--- src/rtl/bmp_pkg.sv ---
// Shared encodings for the burst master port.
// Assumes a two-bit command and response field on the socket side.
package bmp_pkg;
    localparam logic [1:0] CMD_IDLE   = 2'b00;
    localparam logic [1:0] CMD_WRPOST = 2'b01;
    localparam logic [1:0] CMD_READ   = 2'b10;

    localparam logic [1:0] RSP_NULL = 2'b00;
    localparam logic [1:0] RSP_DVA  = 2'b01;
    localparam logic [1:0] RSP_ERR  = 2'b11;

    localparam logic ORD_WRAP = 1'b0;
    localparam logic ORD_XOR  = 1'b1;

    typedef enum logic [1:0] {
        ST_IDLE,
        ST_WRITE,
        ST_RDREQ,
        ST_RDRSP
    } bmp_state_e;
endpackage

--- src/rtl/bmp_beat_seq.sv ---
// Beat address sequencer: holds the start address, length and order of the
// current burst and produces each beat's address plus a last-beat flag.
// Assumes the loaded address is already word aligned and 2^len <= 2^IDXW.
module bmp_beat_seq #(
    parameter int AW   = 32,
    parameter int IDXW = 3,
    parameter int LSB  = 2,
    parameter int LCW  = 2
) (
    input  logic           clk,
    input  logic           rst_n,
    input  logic           load,
    input  logic [AW-1:0]  ld_addr,
    input  logic [LCW-1:0] ld_len,
    input  logic           ld_ord,
    input  logic           adv,
    output logic [AW-1:0]  beat_addr,
    output logic           beat_last
);
    import bmp_pkg::*;

    logic [AW-1:0]   base_q;
    logic [LCW-1:0]  len_q;
    logic            ord_q;
    logic [IDXW-1:0] idx_q;
    logic [IDXW:0]   span;
    logic [IDXW-1:0] mask;
    logic [IDXW-1:0] word;
    logic [IDXW-1:0] pick;

    // Capture burst parameters on load and step the beat index on advance.
    always_ff @(posedge clk) begin
        if (!rst_n) begin
            base_q <= '0;
            len_q  <= '0;
            ord_q  <= ORD_WRAP;
            idx_q  <= '0;
        end else if (load) begin
            base_q <= ld_addr;
            len_q  <= ld_len;
            ord_q  <= ld_ord;
            idx_q  <= '0;
        end else if (adv) begin
            idx_q <= beat_last ? '0 : idx_q + 1'b1;
        end
    end

    // Form the beat address by replacing the in-block word bits.
    always_comb begin
        span  = {{IDXW{1'b0}}, 1'b1} << len_q;
        mask  = span[IDXW-1:0] - {{(IDXW-1){1'b0}}, 1'b1};
        word  = base_q[LSB +: IDXW];
        pick  = (ord_q == ORD_XOR) ? (word ^ idx_q) : (word + idx_q);
        beat_addr = base_q;
        beat_addr[LSB +: IDXW] = (word & ~mask) | (pick & mask);
        beat_last = (idx_q == mask);
    end

    // After the final beat the sequence must point at the start word again.
    assert_seq_restart_R9: assert property (@(posedge clk) disable iff (!rst_n)
        (adv && beat_last && !load) |=> (beat_addr == $past(base_q)));
endmodule

--- src/rtl/bmp_wr_lane.sv ---
// Write data lane: joins the core's write beats to the socket's data
// handshake while a write burst still owes data. No storage; it assumes
// the core holds each beat until it sees ready.
module bmp_wr_lane #(
    parameter int DW  = 32,
    parameter int BEW = 4
) (
    input  logic           clk,
    input  logic           rst_n,
    input  logic           active,
    input  logic           last_beat,
    input  logic           cpu_wdata_valid,
    input  logic [DW-1:0]  cpu_wdata,
    input  logic [BEW-1:0] cpu_wbe,
    input  logic           s_data_accept,
    output logic           cpu_wdata_ready,
    output logic           m_dvalid,
    output logic [DW-1:0]  m_data,
    output logic [BEW-1:0] m_dbyteen,
    output logic           m_dlast,
    output logic           beat_take,
    output logic           last_take
);
    // Drive the socket data channel only while the burst owes beats.
    always_comb begin
        m_dvalid        = active && cpu_wdata_valid;
        m_data          = active ? cpu_wdata : '0;
        m_dbyteen       = active ? cpu_wbe : '0;
        m_dlast         = m_dvalid && last_beat;
        cpu_wdata_ready = active && s_data_accept;
        beat_take       = m_dvalid && s_data_accept;
        last_take       = beat_take && last_beat;
    end

    // Once the final beat is taken no further data may be offered.
    assert_last_drop_R4: assert property (@(posedge clk) disable iff (!rst_n)
        (m_dvalid && m_dlast && s_data_accept) |=> !m_dvalid);
endmodule

--- src/rtl/bmp_err_sticky.sv ---
// Sticky posted-write error flag: set by the sideband error input,
// cleared by a pulse from the core; a set in the same cycle wins.
module bmp_err_sticky (
    input  logic clk,
    input  logic rst_n,
    input  logic set,
    input  logic clr,
    output logic flag
);
    // Hold the error until cleared, giving priority to a new error.
    always_ff @(posedge clk) begin
        if (!rst_n)   flag <= 1'b0;
        else if (set) flag <= 1'b1;
        else if (clr) flag <= 1'b0;
    end

    assert_err_set_R11: assert property (@(posedge clk) disable iff (!rst_n)
        set |=> flag);
    assert_err_keep_R11: assert property (@(posedge clk) disable iff (!rst_n)
        (flag && !clr) |=> flag);
    assert_err_drop_R11: assert property (@(posedge clk) disable iff (!rst_n)
        (clr && !set) |=> !flag);
endmodule

--- src/rtl/burst_master_port.sv ---
// Single-threaded burst master port. Takes one CPU burst at a time and
// issues a single request phase with an exact beat count; write data runs
// on its own handshake and is posted; read responses are forwarded in the
// cycle they appear, since the port cannot stall them. Assumes the slave
// raises s_resp_last on the final read beat.
module burst_master_port #(
    parameter int AW        = 32,
    parameter int DW        = 32,
    parameter int MAX_BEATS = 8,
    localparam int BEW  = DW / 8,
    localparam int LSB  = $clog2(BEW),
    localparam int IDXW = $clog2(MAX_BEATS),
    localparam int BLW  = IDXW + 1,
    localparam int LCW  = $clog2(IDXW + 1)
) (
    input  logic           clk,
    input  logic           rst_n,
    input  logic           cpu_req_valid,
    output logic           cpu_req_ready,
    input  logic           cpu_req_write,
    input  logic [AW-1:0]  cpu_req_addr,
    input  logic [LCW-1:0] cpu_req_len,
    input  logic           cpu_req_seq,
    input  logic [BEW-1:0] cpu_req_be,
    input  logic           cpu_wdata_valid,
    output logic           cpu_wdata_ready,
    input  logic [DW-1:0]  cpu_wdata,
    input  logic [BEW-1:0] cpu_wbe,
    output logic [AW-1:0]  cpu_beat_addr,
    output logic           cpu_rdata_valid,
    output logic [DW-1:0]  cpu_rdata,
    output logic           cpu_rdata_err,
    output logic           cpu_rdata_last,
    input  logic           cpu_err_clear,
    output logic           cpu_wr_err,
    output logic [1:0]     m_cmd,
    output logic [AW-1:0]  m_addr,
    output logic [BEW-1:0] m_byteen,
    output logic [BLW-1:0] m_blen,
    output logic           m_bseq,
    input  logic           s_cmd_accept,
    output logic           m_dvalid,
    output logic [DW-1:0]  m_data,
    output logic [BEW-1:0] m_dbyteen,
    output logic           m_dlast,
    input  logic           s_data_accept,
    input  logic [1:0]     s_resp,
    input  logic [DW-1:0]  s_data,
    input  logic           s_resp_last,
    input  logic           s_error
);
    import bmp_pkg::*;

    bmp_state_e     state_q, state_d;
    logic           req_pend_q, req_pend_d;
    logic           dat_done_q, dat_done_d;
    logic [AW-1:0]  addr_q;
    logic [LCW-1:0] len_q;
    logic           ord_q;
    logic [BEW-1:0] be_q;
    logic [AW-1:0]  start_addr;
    logic           req_fire;
    logic           wr_active;
    logic           rsp_vld;
    logic           beat_last;
    logic           wr_beat;
    logic           wr_last;

    assign cpu_req_ready = (state_q == ST_IDLE);
    assign req_fire      = cpu_req_valid && cpu_req_ready;
    assign start_addr    = {cpu_req_addr[AW-1:LSB], {LSB{1'b0}}};
    assign wr_active     = (state_q == ST_WRITE) && !dat_done_q;
    assign rsp_vld       = (state_q == ST_RDRSP) && (s_resp != RSP_NULL);

    // Register the request fields so they stay stable until acceptance.
    always_ff @(posedge clk) begin
        if (!rst_n) begin
            addr_q <= '0;
            len_q  <= '0;
            ord_q  <= ORD_WRAP;
            be_q   <= '0;
        end else if (req_fire) begin
            addr_q <= start_addr;
            len_q  <= cpu_req_len;
            ord_q  <= cpu_req_seq;
            be_q   <= cpu_req_be;
        end
    end

    // Drive the single request phase of the burst.
    always_comb begin
        if (state_q == ST_WRITE && req_pend_q) m_cmd = CMD_WRPOST;
        else if (state_q == ST_RDREQ)          m_cmd = CMD_READ;
        else                                   m_cmd = CMD_IDLE;
        m_addr   = addr_q;
        m_byteen = be_q;
        m_blen   = {{(BLW-1){1'b0}}, 1'b1} << len_q;
        m_bseq   = ord_q;
    end

    // Sequence the transaction: request, data or response, then idle.
    always_comb begin
        state_d    = state_q;
        req_pend_d = req_pend_q;
        dat_done_d = dat_done_q;
        case (state_q)
            ST_IDLE: begin
                if (req_fire) begin
                    state_d    = cpu_req_write ? ST_WRITE : ST_RDREQ;
                    req_pend_d = cpu_req_write;
                    dat_done_d = 1'b0;
                end
            end
            ST_WRITE: begin
                if (req_pend_q && s_cmd_accept) req_pend_d = 1'b0;
                if (wr_last)                    dat_done_d = 1'b1;
                if (!req_pend_d && dat_done_d)  state_d    = ST_IDLE;
            end
            ST_RDREQ: begin
                if (s_cmd_accept) state_d = ST_RDRSP;
            end
            ST_RDRSP: begin
                if (rsp_vld && s_resp_last) state_d = ST_IDLE;
            end
            default: state_d = ST_IDLE;
        endcase
    end

    // Transaction state registers.
    always_ff @(posedge clk) begin
        if (!rst_n) begin
            state_q    <= ST_IDLE;
            req_pend_q <= 1'b0;
            dat_done_q <= 1'b0;
        end else begin
            state_q    <= state_d;
            req_pend_q <= req_pend_d;
            dat_done_q <= dat_done_d;
        end
    end

    bmp_beat_seq #(
        .AW(AW), .IDXW(IDXW), .LSB(LSB), .LCW(LCW)
    ) u_seq (
        .clk(clk), .rst_n(rst_n),
        .load(req_fire), .ld_addr(start_addr), .ld_len(cpu_req_len),
        .ld_ord(cpu_req_seq), .adv(wr_beat || rsp_vld),
        .beat_addr(cpu_beat_addr), .beat_last(beat_last)
    );

    bmp_wr_lane #(
        .DW(DW), .BEW(BEW)
    ) u_wr (
        .clk(clk), .rst_n(rst_n),
        .active(wr_active), .last_beat(beat_last),
        .cpu_wdata_valid(cpu_wdata_valid), .cpu_wdata(cpu_wdata),
        .cpu_wbe(cpu_wbe), .s_data_accept(s_data_accept),
        .cpu_wdata_ready(cpu_wdata_ready), .m_dvalid(m_dvalid),
        .m_data(m_data), .m_dbyteen(m_dbyteen), .m_dlast(m_dlast),
        .beat_take(wr_beat), .last_take(wr_last)
    );

    bmp_err_sticky u_err (
        .clk(clk), .rst_n(rst_n),
        .set(s_error), .clr(cpu_err_clear), .flag(cpu_wr_err)
    );

    // Forward each read response beat in the cycle it arrives.
    always_comb begin
        cpu_rdata_valid = rsp_vld;
        cpu_rdata       = rsp_vld ? s_data : '0;
        cpu_rdata_err   = rsp_vld && (s_resp == RSP_ERR);
        cpu_rdata_last  = rsp_vld && s_resp_last;
    end

    assert_req_hold_R2: assert property (@(posedge clk) disable iff (!rst_n)
        (m_cmd != CMD_IDLE && !s_cmd_accept) |=>
        (m_cmd == $past(m_cmd) && $stable(m_addr) && $stable(m_blen)
         && $stable(m_bseq) && $stable(m_byteen)));
    assert_single_req_R2: assert property (@(posedge clk) disable iff (!rst_n)
        (m_cmd != CMD_IDLE && s_cmd_accept) |=> (m_cmd == CMD_IDLE));
    assert_busy_R8: assert property (@(posedge clk) disable iff (!rst_n)
        req_fire |=> !cpu_req_ready);
    assert_read_end_R7: assert property (@(posedge clk) disable iff (!rst_n)
        (cpu_rdata_valid && cpu_rdata_last) |=> cpu_req_ready);
endmodule

--- config.mk ---
export PLATFORM = sky130hd
export DESIGN_NAME = burst_master_port
export DESIGN_NICKNAME = d
export VERILOG_FILES = /design/src/rtl/bmp_pkg.sv /design/src/rtl/bmp_beat_seq.sv /design/src/rtl/bmp_wr_lane.sv /design/src/rtl/bmp_err_sticky.sv /design/src/rtl/burst_master_port.sv
export SDC_FILE = /design/constraint.sdc
export NUM_CORES = 1
export LEC_CHECK = 0
export ABC_CLOCK_PERIOD_IN_PS = 4750
export BUFFER_PORTS_ARGS = -buffer_cell sky130_fd_sc_hd__buf_2
export CORE_AREA = 2 2 105 107
export CTS_BUF_LIST = sky130_fd_sc_hd__clkbuf_16
export CTS_CLUSTER_DIAMETER = 100
export DETAILED_ROUTE_END_ITERATION = 10
export DIE_AREA = 0 0 107 109
export GPL_TIMING_DRIVEN = 0
export PLACE_DENSITY = 0.72
export SYNTH_ARGS = -nofsm -noshare
export SYNTH_HDL_FRONTEND = slang
export SYNTH_HIERARCHICAL = 1
export SYNTH_SLANG_ARGS = --single-unit
--- constraint.sdc ---
create_clock -name clk -period 4.75 [get_ports clk]
set_clock_uncertainty 0.1 [all_clocks]
set_input_delay 0.475 -clock clk [delete_from_list [all_inputs] [get_ports clk]]
set_output_delay 0.475 -clock clk [all_outputs]
set_load 0.01 [all_outputs]
==> metrics.txt, run 1 <==
via count of the first global-routing pass 3911; share of layout cells above drive strength 1 45.3%; core area between 10000 and 15000 sq um; final critical-path required period 2.77 ns; die area 11700 sq um; capture point of the worst reg-to-reg path u_seq/idx_q[2]; wire length of the first global-routing pass ~21000 microns; Non-Filler Instances 895; number of top-level design ports 270; most common cell in the netlist sky130_fd_sc_hd__dfxtp_1; TritonCTS clock tree done; leftover overflow at the end of global routing 0; Final period util 58.2%; number of synthesized flops with an enable pin 0; worst hold slack after final layout around 0.26 ns; leakage dissipation 3.12 nW; number of buffers added on ports approximately 270; Placer Congestion roughly 0.90; total cell area at the placement stage 5620 sq um; detailed-route vias per instance 4.64; r2r setup slk 2.30 ns; Post-Synthesis Cell Area 4100 sq um; initial antenna violation count 4; sequential cell area fraction in the yosys report 39.0%; reg2reg start state_q[0]; total number of nets in the final design 870; number of library cell types mapped by synthesis 49; initial core utilization 38.7%; # Max-Cap Violations 0; overall routing resource usage between 20% and 30%; share of the core filled with cells 55.5%; Max H-tree Level 3; path type of the worst setup path register to output pin; worst supply voltage drop on vdd 0.219 mV; max-slew violation count 0; Min-Delay Path Class input pin to register; final sum of negative setup slack 0 ns; cell types with the largest area share after synthesis sky130_fd_sc_hd__dfxtp_1, sky130_fd_sc_hd__and2_1, sky130_fd_sc_hd__mux2i_1; num rows 38; die extent in y 109 microns; Data required, critical path 4.18 ns; element type at the critical path end output pin; number of design rule violations left after detail routing 0; clock-pin slew on the worst setup and hold paths 0.06 ns; final setup vio count 0; flip-flop cell with the highest count after synthesis sky130_fd_sc_hd__dfxtp_1; asr flop ratio synth 0%; number of gates resized after cts 0; synthesized area divided by synthesized cell count 8.77 sq um; post-CTS setup buffers 0; Starting DRT DRC Count 190; die width 107 microns; run status complete, no violations; clock buffer count from CTS 9; number of buffers on the longest clock path 2; CP startpoint state_q[0]; largest net degree at the start of global routing 15; maximum clock rate ~0.36 GHz; Worst Tran Pin Value 0.584 ns; buffer cell driving the clock tree root sky130_fd_sc_hd__clkbuf_16; cts-stage hold buffer count 0; arrival time at the worst endpoint 2.19 ns; crit path launch type register; average wire per cell in the routed design 16.4 microns; number of search-and-repair iterations in the first detailed-routing pass 4; logic depth of the worst register-to-register path 8; total vias in the final route 4157; CP max FO 10; CTS Sinks 80; Detailed Place HPWL 12300 microns; worst slew margin relative to its limit about three fifths; total count of hold-check failures in the final report 0; pwr/cell area between 200 and 300 nW/um^2; cell count after placement 876; most used standard cells in the synthesized netlist sky130_fd_sc_hd__dfxtp_1, sky130_fd_sc_hd__nand2_1, sky130_fd_sc_hd__and2_1; Total Wirelength between 10000 and 15000 microns; Synth warnings 6; post-synth top area cell sky130_fd_sc_hd__dfxtp_1; Yosys reg bits 80; layout overhead on the synthesized area 43.3%; hold path depth 2; final instance area 5880 sq um; unrepaired setup endpoints after global routing false; top cell type's share of synthesized area about 40%; Synth Instances 468; insertion delay of the later-clocked pin in the worst-skew pair 0.33 ns; remaining number of nets flagged by the antenna check after routing 0; CP Capture Point m_data[4]
==> registers in the layout (all words and copies together), names as in the netlist <==
signal and count:
u_seq/base_q 32, m_addr 30, m_byteen 4, u_seq/idx_q 3
len_q 2, state_q 2, u_seq/len_q 2, dat_done_q 1
m_bseq 1, req_pend_q 1, u_err/flag 1, u_seq/ord_q 1
==> kinds of logic (layout without fill, tap and decap cells) <==
group / count (synthesis) / count (layout) / synth area share, %
buffers and inverters: 66 / 347 / 10.2
XOR/XNOR: 2 / 2 / 0.427
multiplexers: 37 / 37 / 9.05
other: 1 / 7 / 0.0914
AND/OR/NAND/NOR: 220 / 220 / 29.4
flip-flops: 80 / 80 / 39.0
AO/OA/AOI/OAI: 58 / 58 / 10.4
adder cells (fa/ha/maj): 4 / 4 / 1.40
==> area by class of cell <==
class                   instances  area [sq um]
inverters                       6          22.5
multi-input cells             325          2090
plain buffers                  60           398
diodes                          3          7.51
clock inverters                 7          31.3
fillers                      1013          4720
well taps                     140           175
clock buffers                   9           225
repair buffers                265          1330
flip-flops and latches         80          1600
==> power by group <==
group	total [W]	switching (W)	internal, W
clock	0.000598	0.000255	0.000343
sequential	0.000745	0.0000266	0.000719
combinational	0.000405	0.000207	0.000198
total	0.00175	0.000489	0.00126
==> worst min-delay path by stage <==
stage	start	end	slack, ns
6_report	s_error	u_err/flag	0.26
5_1_grt	s_error	u_err/flag	0.25
4_1_cts	s_error	u_err/flag	0.25
3_5_place_dp	m_addr[11]	m_addr[11]	0.34
3_3_place_gp	m_addr[26]	m_addr[26]	0.34
2_1_floorplan	dat_done_q	dat_done_q	0.36
==> cells in the final DEF (no fill, tap or decap), types with 4 or more instances in the layout <==
| cell type | Yosys | layout |
|---|---|---|
| sky130_fd_sc_hd__clkbuf_16 | 0 | 9 |
| sky130_fd_sc_hd__a21boi_0 | 19 | 19 |
| sky130_fd_sc_hd__and2_1 | 64 | 64 |
| sky130_fd_sc_hd__buf_2 | 5 | 270 |
| sky130_fd_sc_hd__clkbuf_1 | 12 | 12 |
| sky130_fd_sc_hd__nand2_1 | 78 | 78 |
| sky130_fd_sc_hd__nor2b_1 | 42 | 42 |
| sky130_fd_sc_hd__and3_1 | 4 | 4 |
| sky130_fd_sc_hd__o21ai_0 | 5 | 5 |
| sky130_fd_sc_hd__inv_1 | 5 | 7 |
| sky130_fd_sc_hd__buf_6 | 4 | 4 |
| sky130_fd_sc_hd__conb_1 | 1 | 4 |
| sky130_fd_sc_hd__a21boi_1 | 20 | 20 |
| sky130_fd_sc_hd__buf_4 | 35 | 35 |
| sky130_fd_sc_hd__dfxtp_1 | 80 | 80 |
| sky130_fd_sc_hd__and2_2 | 8 | 8 |
| sky130_fd_sc_hd__clkbuf_2 | 4 | 4 |
| sky130_fd_sc_hd__nor2_1 | 9 | 9 |
| sky130_fd_sc_hd__mux2i_1 | 36 | 36 |
==> metal layers <==
layer	up-vias	wire (microns)	share of wire, %	global-route usage, %
li1	2041	-	-	-
met1	1898	5700	39	26.6
met2	186	7280	50	43.7
met3	28	1200	8.2	7.53
met4	4	495	3.4	10.4
met5	-	31	0.21	0
==> stage by stage <==
step	setup WS (ns)	total power (W)
after floorplan	2.57	0.000992
after global routing	1.83	0.00184
after detailed placement	2.35	0.00117
final	1.98	0.00175
after global placement	2.43	0.00116
after CTS	2.00	0.00177
==> worst max-delay path, stage by stage (launching register included) <==
cell	delay, ns
sky130_fd_sc_hd__dfxtp_1	0.36
sky130_fd_sc_hd__clkbuf_1	0.31
sky130_fd_sc_hd__nor3b_1	0.55
sky130_fd_sc_hd__clkbuf_2	0.28
sky130_fd_sc_hd__and2_1	0.19
sky130_fd_sc_hd__buf_2	0.17
Note: power is estimated with default switching activity, not from simulation.
==> run 2: changes to the inputs <==
ABC_CLOCK_PERIOD_IN_PS = 2400   (was 4750)
CORE_AREA = unset   (was 2 2 105 107)
CORE_UTILIZATION = 39   (was unset)
DIE_AREA = unset   (was 0 0 107 109)
PLACE_DENSITY = 0.75   (was 0.72)
clock period = 2.4 ns   (was 4.75 ns; I/O delays follow)
==> run 2 against run 1 <==
Core utilization grew 2.8 points. Highest routed layer is now met4. Via count shrank 0.82%. Largest cell class unchanged. Combinational power grew 99%. Worst setup slack lost 1.9 ns. Routed wire length shrank 3.2%. Critical endpoint is now cpu_beat_addr[4]. Non-clock buffer count grew 2. Critical path depth grew 3.
==> metrics.txt, run 2 (synthesized netlist as in run 1, its figures left out) <==
number of buffers on the longest clock path 2; crit path launch type register; leftover overflow at the end of global routing 0; via count of the first global-routing pass 3968; cell count after placement roughly 870; num rows 37; total number of nets in the final design 872; worst supply voltage drop on vdd ~0.42 mV; Worst path top cell family by delay adder cells; total buffers and inverters traversed by the critical path 2; Min-Delay Path Class input pin to register; die extent in y 105 microns; Detailed Place HPWL ~12000 microns; number of search-and-repair iterations in the first detailed-routing pass 4; cell chain of the critical path ha_1 -> inv_1 -> fa_2 -> nor2_2 -> xor2_1 -> and3_1 -> xor2_1 -> buf_2; number of design rule violations left after detail routing 0; sequential cell fraction of total power 38.9%; pwr/cell area 633 nW/um^2; CP max FO 5; average wire per cell in the routed design between 15 and 20 microns; TritonCTS clock tree done; max-slew violation count 0; max reg flops 32; buffer cell driving the clock tree root sky130_fd_sc_hd__clkbuf_16; maximum clock rate 0.438 GHz; layout overhead on the synthesized area 46.0%; element type at the critical path end output pin; Placer Congestion 0.897; # Max-Cap Violations 0; Crit-path slowest cell sky130_fd_sc_hd__dfxtp_4; number of buffers added on ports 265; die area 10900 sq um; Crit path top cell by count sky130_fd_sc_hd__xor2_1; initial core utilization between 30 and 40%; leading cell types in the layout, fill and taps excluded sky130_fd_sc_hd__buf_2, sky130_fd_sc_hd__nand2_1, sky130_fd_sc_hd__dfxtp_1; share of the core filled with cells about three fifths; run status complete, no violations; most common cell after layout, fill and taps aside sky130_fd_sc_hd__buf_2; overall routing resource usage 25.7%; Clock Power Share about 40%; Non-Filler Instances about 900; internal power consumption 0.00282 W; Final period util 95.1%; r2r setup slk slightly above 0.3 ns; share of layout cells above drive strength 1 47.0%; critical path's largest stage delay 0.36 ns; wire length of the first global-routing pass 21400 microns; total count of hold-check failures in the final report 0; Max H-tree Level 3; die width 105 microns; Sw Share between 20% and 30%; remaining number of nets flagged by the antenna check after routing 0; final critical-path required period 2.28 ns; detailed-route vias per instance 4.63; largest net degree at the start of global routing 15; clock-pin slew on the worst setup and hold paths 0.06 ns; final setup vio count 0; number of top-level design ports 270; total vias in the final route about 4100; clock buffer count from CTS 9; Total Wirelength 14200 microns; net load switching power 0.000968 W; CTS Sinks 80; leakage dissipation approximately 3.2 nW; initial antenna violation count 0; arrival time at the worst endpoint 1.94 ns; insertion delay of the later-clocked pin in the worst-skew pair 0.32 ns; Data required, critical path around 2.1 ns; largest register by flop count u_seq/base_q; Starting DRT DRC Count 218; share of power burned in combinational logic between 20% and 30%; core area about 10000 sq um; path type of the worst setup path register to output pin
## run 2: changes by cell type in the layout (fill, tap and decap cells not counted), moves of 2 or more
cell / delta
sky130_fd_sc_hd__dfxtp_2: +2
sky130_fd_sc_hd__dfxtp_4: +2
sky130_fd_sc_hd__buf_4: +2
sky130_fd_sc_hd__bufinv_16: +3
sky130_fd_sc_hd__diode_2: -2
sky130_fd_sc_hd__clkinv_1: -3
sky130_fd_sc_hd__dfxtp_1: -4
## run 2: through the flow
stage | hold slack (ns) | cell area (sq um) | power, W | setup TNS, ns | worst slack (ns)
6_report | 0.0304 | 5990 | 0.00379 | 0 | 0.117
5_1_grt | 0.0242 | 5990 | 0.00398 | -0.000898 | -0.000898
4_1_cts | 0.0165 | 5960 | 0.00383 | 0 | 0.0149
3_5_place_dp | 0.344 | 5610 | 0.00230 | -0.123 | -0.123
3_3_place_gp | 0.336 | 5610 | 0.00228 | 0 | 0.0595
2_1_floorplan | 0.257 | 4120 | 0.00196 | 0 | 0.426
## run 2: what timing repair did
item | CTS | global route
gates resized for setup | 4 | 8
pin swaps | 0 | 3
setup endpoints to repair | 41 | 41
endpoints found under the hold margin | 0 | 0
setup buffers | 0 | 2
hold buffers | 0 | 0
## run 2: final timing paths
check                 start  cells after the start          endpoint
max          u_seq/idx_q[0]                      8  cpu_beat_addr[4]
min                 s_error                      2        u_err/flag
max reg2reg      state_q[0]                      8    u_seq/idx_q[2]
min reg2reg      m_addr[20]                      2        m_addr[20]
## run 2: power by group through the flow
stage	Sequential, W	Combinational (W)	Clock, W
final	0.00147	0.000805	0.00151
after CTS	0.00147	0.000804	0.00155
after detailed placement	0.00150	0.000800	0
after global routing	0.00148	0.000879	0.00162
after floorplan	0.00151	0.000449	0
after global placement	0.00150	0.000787	0
## run 2: final cells by class
class                   count  area [sq um]
plain buffers              60           399
clock inverters             6           110
repair buffers            267          1340
multi-input cells         325          2110
inverters                   6          22.5
well taps                 136           170
diodes                      1          2.50
fillers                   985          4290
flip-flops and latches     80          1610
clock buffers               9           225
## run 2: layer usage
| layer | up-vias | wire (microns) | global-route usage (%) |
|---|---|---|---|
| met5 | - | 0 | 0 |
| met4 | 0 | 71 | 5.03 |
| met3 | 6 | 769 | 4.49 |
| met2 | 163 | 7000 | 44.7 |
| met1 | 1908 | 6390 | 33.3 |
| li1 | 2046 | - | - |
